**src/rtl/hilo_md_pkg.sv**
```systemverilog
// Shared opcode encoding for the HI/LO multiply-divide unit.
package hilo_md_pkg;
    typedef enum logic [3:0] {
        OP_MUL_S = 4'd0,
        OP_MUL_U = 4'd1,
        OP_MAC_S = 4'd2,
        OP_MAC_U = 4'd3,
        OP_MSB_S = 4'd4,
        OP_MSB_U = 4'd5,
        OP_DIV_S = 4'd6,
        OP_DIV_U = 4'd7,
        OP_SET_HI = 4'd8,
        OP_SET_LO = 4'd9
    } md_op_e;

    // Accumulate mode handed to the multiplier.
    typedef enum logic [1:0] {
        ACC_NONE = 2'd0,
        ACC_ADD  = 2'd1,
        ACC_SUB  = 2'd2
    } acc_mode_e;
endpackage

```
**src/rtl/hilo_mul.sv**
```systemverilog
// Single-cycle multiplier with optional 64-bit accumulate or subtract.
// Assumes: operands are sign- or zero-extended to 2W bits as selected by
// sgn; the truncated 2W-bit product is then exact in both cases.
module hilo_mul
    import hilo_md_pkg::*;
#(
    parameter int W = 32
) (
    input  logic [W-1:0]   a,
    input  logic [W-1:0]   b,
    input  logic           sgn,
    input  acc_mode_e      mode,
    input  logic [2*W-1:0] acc,
    output logic [2*W-1:0] res
);
    logic [2*W-1:0] ext_a, ext_b, prod;

    // Extend the operands, form the product and combine it with the accumulator.
    always_comb begin
        ext_a = sgn ? {{W{a[W-1]}}, a} : {{W{1'b0}}, a};
        ext_b = sgn ? {{W{b[W-1]}}, b} : {{W{1'b0}}, b};
        prod  = ext_a * ext_b;
        case (mode)
            ACC_ADD: res = acc + prod;
            ACC_SUB: res = acc - prod;
            default: res = prod;
        endcase
    end
endmodule

```
**src/rtl/hilo_div_special.sv**
```systemverilog
// Detects the divide cases that finish without iterating and supplies their results.
// Assumes: the caller consults hit only for divide opcodes.
module hilo_div_special #(
    parameter int W = 32
) (
    input  logic         sgn,
    input  logic [W-1:0] a,
    input  logic [W-1:0] b,
    output logic         hit,
    output logic [W-1:0] quo,
    output logic [W-1:0] rem
);
    localparam int HW = W / 2;
    localparam logic [W-1:0] MIN_NEG = {1'b1, {(W-1){1'b0}}};
    localparam logic [W-1:0] ALL_ONE = {W{1'b1}};
    localparam logic [W-1:0] HALF_ONES = {{(W-HW){1'b0}}, {HW{1'b1}}};

    // Classify the operand pair and select the fixed result.
    always_comb begin
        hit = 1'b0;
        quo = '0;
        rem = '0;
        if (b == '0) begin
            hit = 1'b1;
            rem = a;
            if (sgn)
                quo = a[W-1] ? {{(W-1){1'b0}}, 1'b1} : ALL_ONE;
            else
                quo = (a[W-1:HW] == '0) ? HALF_ONES : ALL_ONE;
        end else if (sgn && a == MIN_NEG && b == ALL_ONE) begin
            hit = 1'b1;
            quo = MIN_NEG;
            rem = ALL_ONE;
        end
    end
endmodule

```
**src/rtl/hilo_div.sv**
```systemverilog
// Restoring divider producing one quotient bit per cycle on magnitudes.
// Assumes: go is raised only while idle and never for the special cases.
// fin is high in the last busy cycle; quo/rem are valid then.
module hilo_div #(
    parameter int W = 32
) (
    input  logic         clk,
    input  logic         rst_n,
    input  logic         go,
    input  logic         sgn,
    input  logic [W-1:0] a,
    input  logic [W-1:0] b,
    output logic         busy,
    output logic         fin,
    output logic [W-1:0] quo,
    output logic [W-1:0] rem
);
    localparam int CW = $clog2(W);
    localparam logic [CW-1:0] LAST = CW'(W - 1);

    logic [W-1:0]  rem_q, quo_q, dvs_q, rem_n, quo_n;
    logic [CW-1:0] cnt_q;
    logic          negq_q, negr_q, busy_q;
    logic [W:0]    trial;

    // One restoring step: shift in the next dividend bit and try to subtract.
    always_comb begin
        trial = {rem_q, quo_q[W-1]} - {1'b0, dvs_q};
        if (!trial[W]) begin
            rem_n = trial[W-1:0];
            quo_n = {quo_q[W-2:0], 1'b1};
        end else begin
            rem_n = {rem_q[W-2:0], quo_q[W-1]};
            quo_n = {quo_q[W-2:0], 1'b0};
        end
    end

    // Iteration state: load magnitudes on go, step while busy.
    always_ff @(posedge clk) begin
        if (!rst_n) begin
            busy_q <= 1'b0;
            cnt_q  <= '0;
            rem_q  <= '0;
            quo_q  <= '0;
            dvs_q  <= '0;
            negq_q <= 1'b0;
            negr_q <= 1'b0;
        end else if (go && !busy_q) begin
            busy_q <= 1'b1;
            cnt_q  <= '0;
            rem_q  <= '0;
            quo_q  <= (sgn && a[W-1]) ? -a : a;
            dvs_q  <= (sgn && b[W-1]) ? -b : b;
            negq_q <= sgn && (a[W-1] ^ b[W-1]);
            negr_q <= sgn && a[W-1];
        end else if (busy_q) begin
            rem_q <= rem_n;
            quo_q <= quo_n;
            cnt_q <= cnt_q + 1'b1;
            if (cnt_q == LAST) busy_q <= 1'b0;
        end
    end

    assign busy = busy_q;
    assign fin  = busy_q && (cnt_q == LAST);
    assign quo  = negq_q ? -quo_n : quo_n;
    assign rem  = negr_q ? -rem_n : rem_n;
endmodule

```
**src/rtl/hilo_muldiv.sv**
```systemverilog
// Multiply-divide unit owning the HI and LO result registers.
// Assumes: one operation per start strobe; starts during a divide are dropped.
// The read port is combinational and stalls while a divide is running.
module hilo_muldiv
    import hilo_md_pkg::*;
#(
    parameter int W    = 32,
    parameter int REGW = 5
) (
    input  logic            clk,
    input  logic            rst_n,
    input  logic            start,
    input  logic [3:0]      op,
    input  logic [W-1:0]    opa,
    input  logic [W-1:0]    opb,
    output logic            busy,
    input  logic            rd_req,
    input  logic            rd_hi,
    input  logic [REGW-1:0] rd_dst,
    output logic [W-1:0]    rd_data,
    output logic            rd_ack,
    output logic            rd_stall
);
    logic [W-1:0]   hi_q, lo_q;
    md_op_e         opc;
    logic           accept, is_mul, is_div, sgn;
    acc_mode_e      mode;
    logic [2*W-1:0] mres;
    logic           sp_hit;
    logic [W-1:0]   sp_quo, sp_rem, dv_quo, dv_rem;
    logic           dv_busy, dv_fin, dv_go;

    // Decode the opcode into unit controls.
    always_comb begin
        opc    = md_op_e'(op);
        is_mul = (op <= 4'd5);
        is_div = (opc == OP_DIV_S) || (opc == OP_DIV_U);
        sgn    = ~op[0];
        accept = start && !dv_busy && (op <= 4'd9);
        case (opc)
            OP_MAC_S, OP_MAC_U: mode = ACC_ADD;
            OP_MSB_S, OP_MSB_U: mode = ACC_SUB;
            default:            mode = ACC_NONE;
        endcase
        dv_go = accept && is_div && !sp_hit;
    end

    hilo_mul #(.W(W)) u_mul (
        .a(opa), .b(opb), .sgn(sgn), .mode(mode),
        .acc({hi_q, lo_q}), .res(mres)
    );

    hilo_div_special #(.W(W)) u_spec (
        .sgn(sgn), .a(opa), .b(opb),
        .hit(sp_hit), .quo(sp_quo), .rem(sp_rem)
    );

    hilo_div #(.W(W)) u_div (
        .clk(clk), .rst_n(rst_n), .go(dv_go), .sgn(sgn), .a(opa), .b(opb),
        .busy(dv_busy), .fin(dv_fin), .quo(dv_quo), .rem(dv_rem)
    );

    // Result registers: written by accepted operations or divide completion.
    always_ff @(posedge clk) begin
        if (!rst_n) begin
            hi_q <= '0;
            lo_q <= '0;
        end else if (accept) begin
            if (is_mul) begin
                hi_q <= mres[2*W-1:W];
                lo_q <= mres[W-1:0];
            end else if (is_div) begin
                if (sp_hit) begin
                    hi_q <= sp_rem;
                    lo_q <= sp_quo;
                end
            end else if (opc == OP_SET_HI) begin
                hi_q <= opa;
            end else begin
                lo_q <= opa;
            end
        end else if (dv_fin) begin
            hi_q <= dv_rem;
            lo_q <= dv_quo;
        end
    end

    // Read port: select, suppress zero destination, stall while dividing.
    always_comb begin
        rd_stall = rd_req && dv_busy;
        rd_ack   = rd_req && !dv_busy && (rd_dst != '0);
        rd_data  = rd_ack ? (rd_hi ? hi_q : lo_q) : '0;
    end

    assign busy = dv_busy;
endmodule

```
**config.mk**
```make
export PLATFORM = sky130hd
export DESIGN_NAME = hilo_muldiv
export DESIGN_NICKNAME = d
export VERILOG_FILES = /design/src/rtl/hilo_md_pkg.sv /design/src/rtl/hilo_mul.sv /design/src/rtl/hilo_div_special.sv /design/src/rtl/hilo_div.sv /design/src/rtl/hilo_muldiv.sv
export SDC_FILE = /design/constraint.sdc
export NUM_CORES = 2
export LEC_CHECK = 0
export BUFFER_PORTS_ARGS = -buffer_cell sky130_fd_sc_hd__buf_2
export CELL_PAD_IN_SITES_DETAIL_PLACEMENT = 2
export CELL_PAD_IN_SITES_GLOBAL_PLACEMENT = 2
export CORE_MARGIN = 3
export CORE_UTILIZATION = 46
export CTS_CLUSTER_DIAMETER = 80
export DETAILED_ROUTE_END_ITERATION = 8
export HOLD_SLACK_MARGIN = 0.06
export PLACE_DENSITY = 0.9
export SETUP_SLACK_MARGIN = 0.3
export SYNTH_ARGS = -nofsm -noshare
export SYNTH_HDL_FRONTEND = slang
export SYNTH_HIERARCHICAL = 1
export SYNTH_SLANG_ARGS = --single-unit
export TNS_END_PERCENT = 30
```
**constraint.sdc**
```tcl
create_clock -name clk -period 48.1 [get_ports clk]
set_clock_uncertainty 0.05 [all_clocks]
set_input_delay 14.43 -clock clk [delete_from_list [all_inputs] [get_ports clk]]
set_output_delay 14.43 -clock clk [all_outputs]
set_load 0.05 [all_outputs]
```
Word-level counts from Yosys, hierarchy flattened:

Index checks and enable logic that the tools add are counted.

* word-level logic and storage cells: 103
* flip-flop bits (word level): 168

* $mul: 1
* mux-type cells: 38
* $add $sub $neg: 8
* eq/ne operators: 15
* magnitude comparators: 2
* bitwise operators: 3
* reduce and logical (&&, ||, !) cells: 27

Operators with widths (count)
* 32-bit two-way mux: 28
* 64-bit two-way mux: 2
* 32-bit negator: 4
* 64-bit one-hot mux with 2 select lines: 1
* 64-bit adder: 1
* 32-bit equality test, second input constant: 2
* 64-bit by 64-bit multiplier with 64-bit output: 1
* 64-bit subtractor: 1
* 33-bit by 32-bit subtractor with 33-bit output: 1
* 32-bit zero test: 1
* 4-bit by 3-bit equality test with 1-bit output, second input constant: 4
* 16-bit zero test: 1
* 1-bit logical AND: 14
* 4-bit by 2-bit equality test with 1-bit output, second input constant: 2
* 1-bit two-way mux: 6
* 3-bit AND reduction: 2
* 2-bit OR reduction: 3
* 5-bit by 1-bit adder with 5-bit output, second input constant: 1
* 5-bit equality test, second input constant: 1
* 5-bit nonzero test: 1
* 4-bit equality test, second input constant: 1
* 4-bit by 3-bit <= comparator with 1-bit output, second input constant: 1
* 4-bit <= comparator, second input constant: 1
* 4-bit by 1-bit != test with 1-bit output, second input constant: 1
* 10 further kinds: 13

Logic depth before layout (Yosys ltp):

* word-level depth: 9
* gate-level depth with buffers: 53

Modules after synthesis:

The synthesis kept the hierarchy.

By module, submodules not included
* hilo_mul: area each 53960.5 sq um, times used 1, sequential area each 0.0 sq um, cells each 6027
* hilo_div: area each 9656.8 sq um, times used 1, sequential area each 2082.0 sq um, cells each 1278
* hilo_muldiv: area each 4775.8 sq um, times used 1, sequential area each 1281.2 sq um, cells each 589
* hilo_div_special: area each 828.3 sq um, times used 1, sequential area each 0.0 sq um, cells each 111

Least setup slack after synthesis:

Ideal clock, no wire load.

* path type: in2out
* start point: in rd_hi
* end point: out rd_data[11]
* required time: 33.620 ns
* data arrival time: 15.887 ns
* slack: 17.733 ns
* stages: 4
* cells stage by stage: clkbuf_1 buf_1 mux2i_1 nor2_1

* cells in the longest elaborated chain, start to end: 2

Ends and longest elaborated chain
* start: declaration: line hilo_muldiv.sv:18 `input logic rd_hi,`
* 32-bit two-way mux (2 in series): line hilo_muldiv.sv:92 `rd_data = rd_ack ? (rd_hi ? hi_q : lo_q) : '0;`
* end: declaration: line hilo_muldiv.sv:20 `output logic [W-1:0] rd_data,`

No other way between the ends.

Final worst setup path:

* start point: in opa[23]
* end point: reg hi_q[30]

* elaborated cells between the ends (all ways): 18
* classes of those cells: add/sub: 2; mul: 1; eq/ne: 2; mux: 10; reduce/logical: 3

RTL lines
* start: declaration: line hilo_muldiv.sv:14 `input logic [W-1:0] opa,`
* 64-bit two-way mux *: line hilo_mul.sv:20 `ext_a = sgn ? {{W{a[W-1]}}, a} : {{W{1'b0}}, a};`
* 64-bit by 64-bit multiplier with 64-bit output *: line hilo_mul.sv:22 `prod = ext_a * ext_b;`
* 64-bit subtractor / 64-bit adder (equally long branches): line hilo_mul.sv:25, hilo_mul.sv:24
* 64-bit one-hot mux with 2 select lines *: line hilo_mul.sv:23 `case (mode)`
* named net mres[62]: line hilo_muldiv.sv:28 `logic [2*W-1:0] mres;`
* 32-bit two-way mux *: line hilo_muldiv.sv:69 `if (is_mul) begin`
* 32-bit two-way mux *: line hilo_muldiv.sv:68 `end else if (accept) begin`
* end signal: assignment: line hilo_muldiv.sv:70 `hi_q <= mres[2*W-1:W];`
* end signal: assignment: line hilo_muldiv.sv:74 `hi_q <= sp_rem;`
* end signal: assignment: line hilo_muldiv.sv:78 `hi_q <= opa;`
* end: declaration: line hilo_muldiv.sv:24 `logic [W-1:0] hi_q, lo_q;`

The timed path passes the listed nets; every way through them passes the cells marked *. The select of a mux whose other input is x is not followed.
A chain may end at the register's enable or synchronous reset.

==> flow_summary.json <==
{
  "finalMaxSlewViolations": 0,
  "hold_path.class": "register to register",
  "remaining_antenna_violation_count_after_routing": 0,
  "worst_setup_path_end_kind": "register",
  "drc_violations": 0,
  "clock_sink_count": 168,
  "slew-limit-headroom_pct": 2.971,
  "synthesis.nets": 9920,
  "antenna_found_initial": 40,
  "tritoncts.num_buffers": 17,
  "worst_path_dominant_cell_family": "adder cells",
  "cp_num_buf_inv": 9,
  "worstSetupStartpointType": "primary input",
  "multi_input_comb_area_mm2": 0.05778,
  "drt_wl_total_um": 363100,
  "place.gp.congestion": 1.011,
  "timing.final.setup_violations": 0,
  "first_global_vias": 75500,
  "post_cts_hold_buffer_count": 0,
  "async_reset_ff_share_pct": 0,
  "synth.avg_cell_area_um2": 8.647,
  "postSynthRegisterBits": 168,
  "standard_cell_rows": 141,
  "num-fill-cells": 16440,
  "drv.max_cap_violation_count": 0,
  "cp.arrival_ns": 31.23,
  "finish.cell_count_without_fillers": 9799,
  "post-place-ws_ns": 17.64,
  "critical_path.reg2reg.startpoint": "u_div/quo_q[31]",
  "hpwlAfterDp_um": 282400,
  "top_cell_type_s_share_of_synthesized_area_pct": 41.50,
  "drive_above_1_share_pct": 4.926,
  "synth_cell_types": 120,
  "route.detailed.vias_per_inst": 6.566,
  "grt_max_degree": 86,
  "critical_path.reg2reg.endpoint": "hi_q[30]",
  "initialDrtViolationCount": 6057,
  "clk_pin_slew_ns": 0.08,
  "clk_latency_ns": 0.52,
  "routed_wire_length_per_instance_um": 37.06,
  "area.growth.synth_to_final_pct": 3.660,
  "yosysWarningCount": 6,
  "slowest_delay_ns": 1.01,
  "critical_path_peak_fanout": 41,
  "yosysTopAreaCell": "sky130_fd_sc_hd__fa_1",
  "floorplan.initialDensity_pct": 46.60,
  "max_clock_freq_mhz": 32.35,
  "fin_nets": 9677,
  "clockBufferDepth": 2,
  "origin_of_the_worst_min_delay_path": "u_div/negr_q",
  "io_pins": 113,
  "chipWidth_um": 393.9,
  "timing.critical_path.mode_cell": "sky130_fd_sc_hd__fa_1",
  "holdPathStages": 2,
  "area.sequential_mm2": 0.003367,
  "chipHeight_um": 393.9,
  "dr_total_vias": 64340,
  "setup_repair_after_global_routing_missed_its_margin": "false",
  "placed_cells_incl_taps": 9744,
  "pre_antenna_drt_iters": 6,
  "cts_resized": 0,
  "tightest_slew_ns": 1.451,
  "instance_count_of_the_mapped_netlist": 8005,
  "grt_pass1_wl_um": 523500,
  "min_period_ns": 30.91,
  "fp.dieArea_mm2": 0.1552,
  "status": "finished clean",
  "final.setup.tns_ns": 0,
  "final_global_route_overflow_total": 0,
  "ys_seq_area_share_pct": 4.859,
  "min_period_over_period_pct": 64.27,
  "synth-main-ff-cell": "sky130_fd_sc_hd__dfxtp_1",
  "hold_violations_final": 0,
  "clockRootBuffer": "sky130_fd_sc_hd__clkbuf_16",
  "regToRegSetupSlack_ns": 41.66,
  "port_buffers": 112,
  "floorplan.core_area_mm2": 0.1485,
  "fin_worst_hold_slack_ns": 0.4705,
  "post_cts_setup_buffers": 0,
  "critPathSlowestCell": "sky130_fd_sc_hd__fa_1",
  "ys_top_cells_by_area": "sky130_fd_sc_hd__fa_1 42%, sky130_fd_sc_hd__inv_1 8.8%, sky130_fd_sc_hd__ha_1 7.3%",
  "synth_area_mm2": 0.06922,
  "post-route-worst-setup-slack_ns": 17.19,
  "groute.usage.overall_pct": 46.65,
  "worstRegToRegCells": 23,
  "synth_edf_count": 0,
  "clock_tree.htree_level_count": 4,
  "hold_path_end": "u_div/negr_q",
  "timing.critical_path.required_ns": 48.42,
  "path_class": "primary input to register",
  "cts_tree": "yes"
}
-- synthesized netlist by cell type, types with 75 or more instances --
library cell / count
sky130_fd_sc_hd__o21ai_0: 222
sky130_fd_sc_hd__ha_1: 402
sky130_fd_sc_hd__dfxtp_1: 168
sky130_fd_sc_hd__and3_1: 86
sky130_fd_sc_hd__nand2_1: 852
sky130_fd_sc_hd__inv_1: 1615
sky130_fd_sc_hd__a211oi_1: 129
sky130_fd_sc_hd__a21o_1: 89
sky130_fd_sc_hd__nor2_1: 276
sky130_fd_sc_hd__xnor2_1: 240
sky130_fd_sc_hd__clkbuf_1: 366
sky130_fd_sc_hd__a31oi_1: 75
sky130_fd_sc_hd__xor2_1: 112
sky130_fd_sc_hd__a21oi_1: 259
sky130_fd_sc_hd__fa_1: 1435
sky130_fd_sc_hd__and2_1: 559
-- area by class of cell --
| cell class | instances | area share [%] |
|---|---|---|
| Multi-Input combinational cell | 5740 | 80.53 |
| Sequential cell | 168 | 4.692 |
| Inverter | 1616 | 8.457 |
| Tap cell | 2002 | 3.491 |
| Clock inverter | 14 | 0.2232 |
| Clock buffer | 18 | 0.6277 |
| Timing Repair Buffer | 219 | 1.904 |
| Antenna cell | 22 | 0.07672 |
-- cell families (layout without fill, tap and decap cells) --
family	count (synthesis)	count (layout)	synth area share, %
and+or+nand+nor	2187	2187	15.92
DFF	168	168	4.859
buffers and inverters	2097	1867	11.76
AOI/OAI and AO/OA	1289	1289	13.09
xor gates and xnor gates	355	355	4.550
other	0	22	0
muxes	72	72	1.050
adders and majority gates	1837	1837	48.77
-- layout by cell type, fill, tap and decap left out, types with 43 or more instances in the layout --
cell / instances
sky130_fd_sc_hd__a211o_1: 49
sky130_fd_sc_hd__a211oi_1: 129
sky130_fd_sc_hd__a21o_1: 89
sky130_fd_sc_hd__a21oi_1: 258
sky130_fd_sc_hd__a31oi_1: 75
sky130_fd_sc_hd__and2_1: 560
sky130_fd_sc_hd__and3_1: 86
sky130_fd_sc_hd__buf_2: 111
sky130_fd_sc_hd__buf_4: 108
sky130_fd_sc_hd__dfxtp_1: 167
sky130_fd_sc_hd__fa_1: 1435
sky130_fd_sc_hd__ha_1: 401
sky130_fd_sc_hd__inv_1: 1615
sky130_fd_sc_hd__mux2i_1: 67
sky130_fd_sc_hd__nand2_1: 850
sky130_fd_sc_hd__nand3_1: 43
sky130_fd_sc_hd__nand4_1: 52
sky130_fd_sc_hd__nor2_1: 275
sky130_fd_sc_hd__nor2b_1: 50
sky130_fd_sc_hd__nor3_1: 69
sky130_fd_sc_hd__o21ai_0: 222
sky130_fd_sc_hd__o31ai_1: 60
sky130_fd_sc_hd__xnor2_1: 239
sky130_fd_sc_hd__xor2_1: 112
-- worst max-delay path by stage --
stage | depth (start not counted) | endpoint | from
6_report | 48 | hi_q[30] | opa[23]
4_1_cts | 6 | rd_data[28] | rd_dst[0]
2_1_floorplan | 4 | rd_data[11] | rd_hi
3_5_place_dp | 6 | rd_data[28] | rd_dst[0]
5_1_grt | 46 | hi_q[28] | opb[5]
3_3_place_gp | 6 | rd_data[24] | rd_dst[0]
-- per-layer routing --
layer	up-vias	wire length, µm	track usage, %
met5	-	213	0.5850
met2	4303	168700	75.23
met4	18	42580	44.07
li1	24670	-	-
met3	2195	33600	16.16
met1	33150	118100	47.07
-- worst register-to-register path, cell delays in order (launching register included) --
cell,delay (ns)
sky130_fd_sc_hd__dfxtp_1,0.35
sky130_fd_sc_hd__inv_1,0.10
sky130_fd_sc_hd__ha_1,0.19
sky130_fd_sc_hd__inv_1,0.06
sky130_fd_sc_hd__fa_1,0.41
sky130_fd_sc_hd__a21o_1,0.20
sky130_fd_sc_hd__a221o_1,0.53
sky130_fd_sc_hd__nand3_4,0.23
sky130_fd_sc_hd__a31oi_4,0.14
sky130_fd_sc_hd__a211oi_4,0.36
sky130_fd_sc_hd__xnor2_4,0.11
sky130_fd_sc_hd__inv_4,0.50
sky130_fd_sc_hd__o21ai_0,0.56
sky130_fd_sc_hd__inv_1,0.16
sky130_fd_sc_hd__ha_1,0.23
sky130_fd_sc_hd__nand2_1,0.08
sky130_fd_sc_hd__nor3_1,0.39
sky130_fd_sc_hd__nand3_1,0.34
sky130_fd_sc_hd__nor4_4,0.28
sky130_fd_sc_hd__o221ai_2,0.20
sky130_fd_sc_hd__o41ai_2,0.27
sky130_fd_sc_hd__xnor2_1,0.19
sky130_fd_sc_hd__o21ai_0,0.16
sky130_fd_sc_hd__a31oi_1,0.26
-- per-stage QoR --
stage | area [µm²] | util, %
final | 71760 | 48.31
after global routing | 71710 | 48.28
after CTS | 71690 | 48.26
after detailed placement | 71080 | 47.85
after global placement | 71080 | 47.85
after floorplan | 69220 | -
-- flip-flops by register name (all words and copies together) (netlist names) --
register,count
u_div/busy,1
u_div/cnt_q,5
hi_q,32
lo_q,32
u_div/dvs_q,32
u_div/negq_q,1
u_div/negr_q,1
u_div/quo_q,32
u_div/rem_q,32
Power is left out: the tool's default activity adds up to more than one toggle a clock period on the data nets, which glitch-free logic cannot reach.
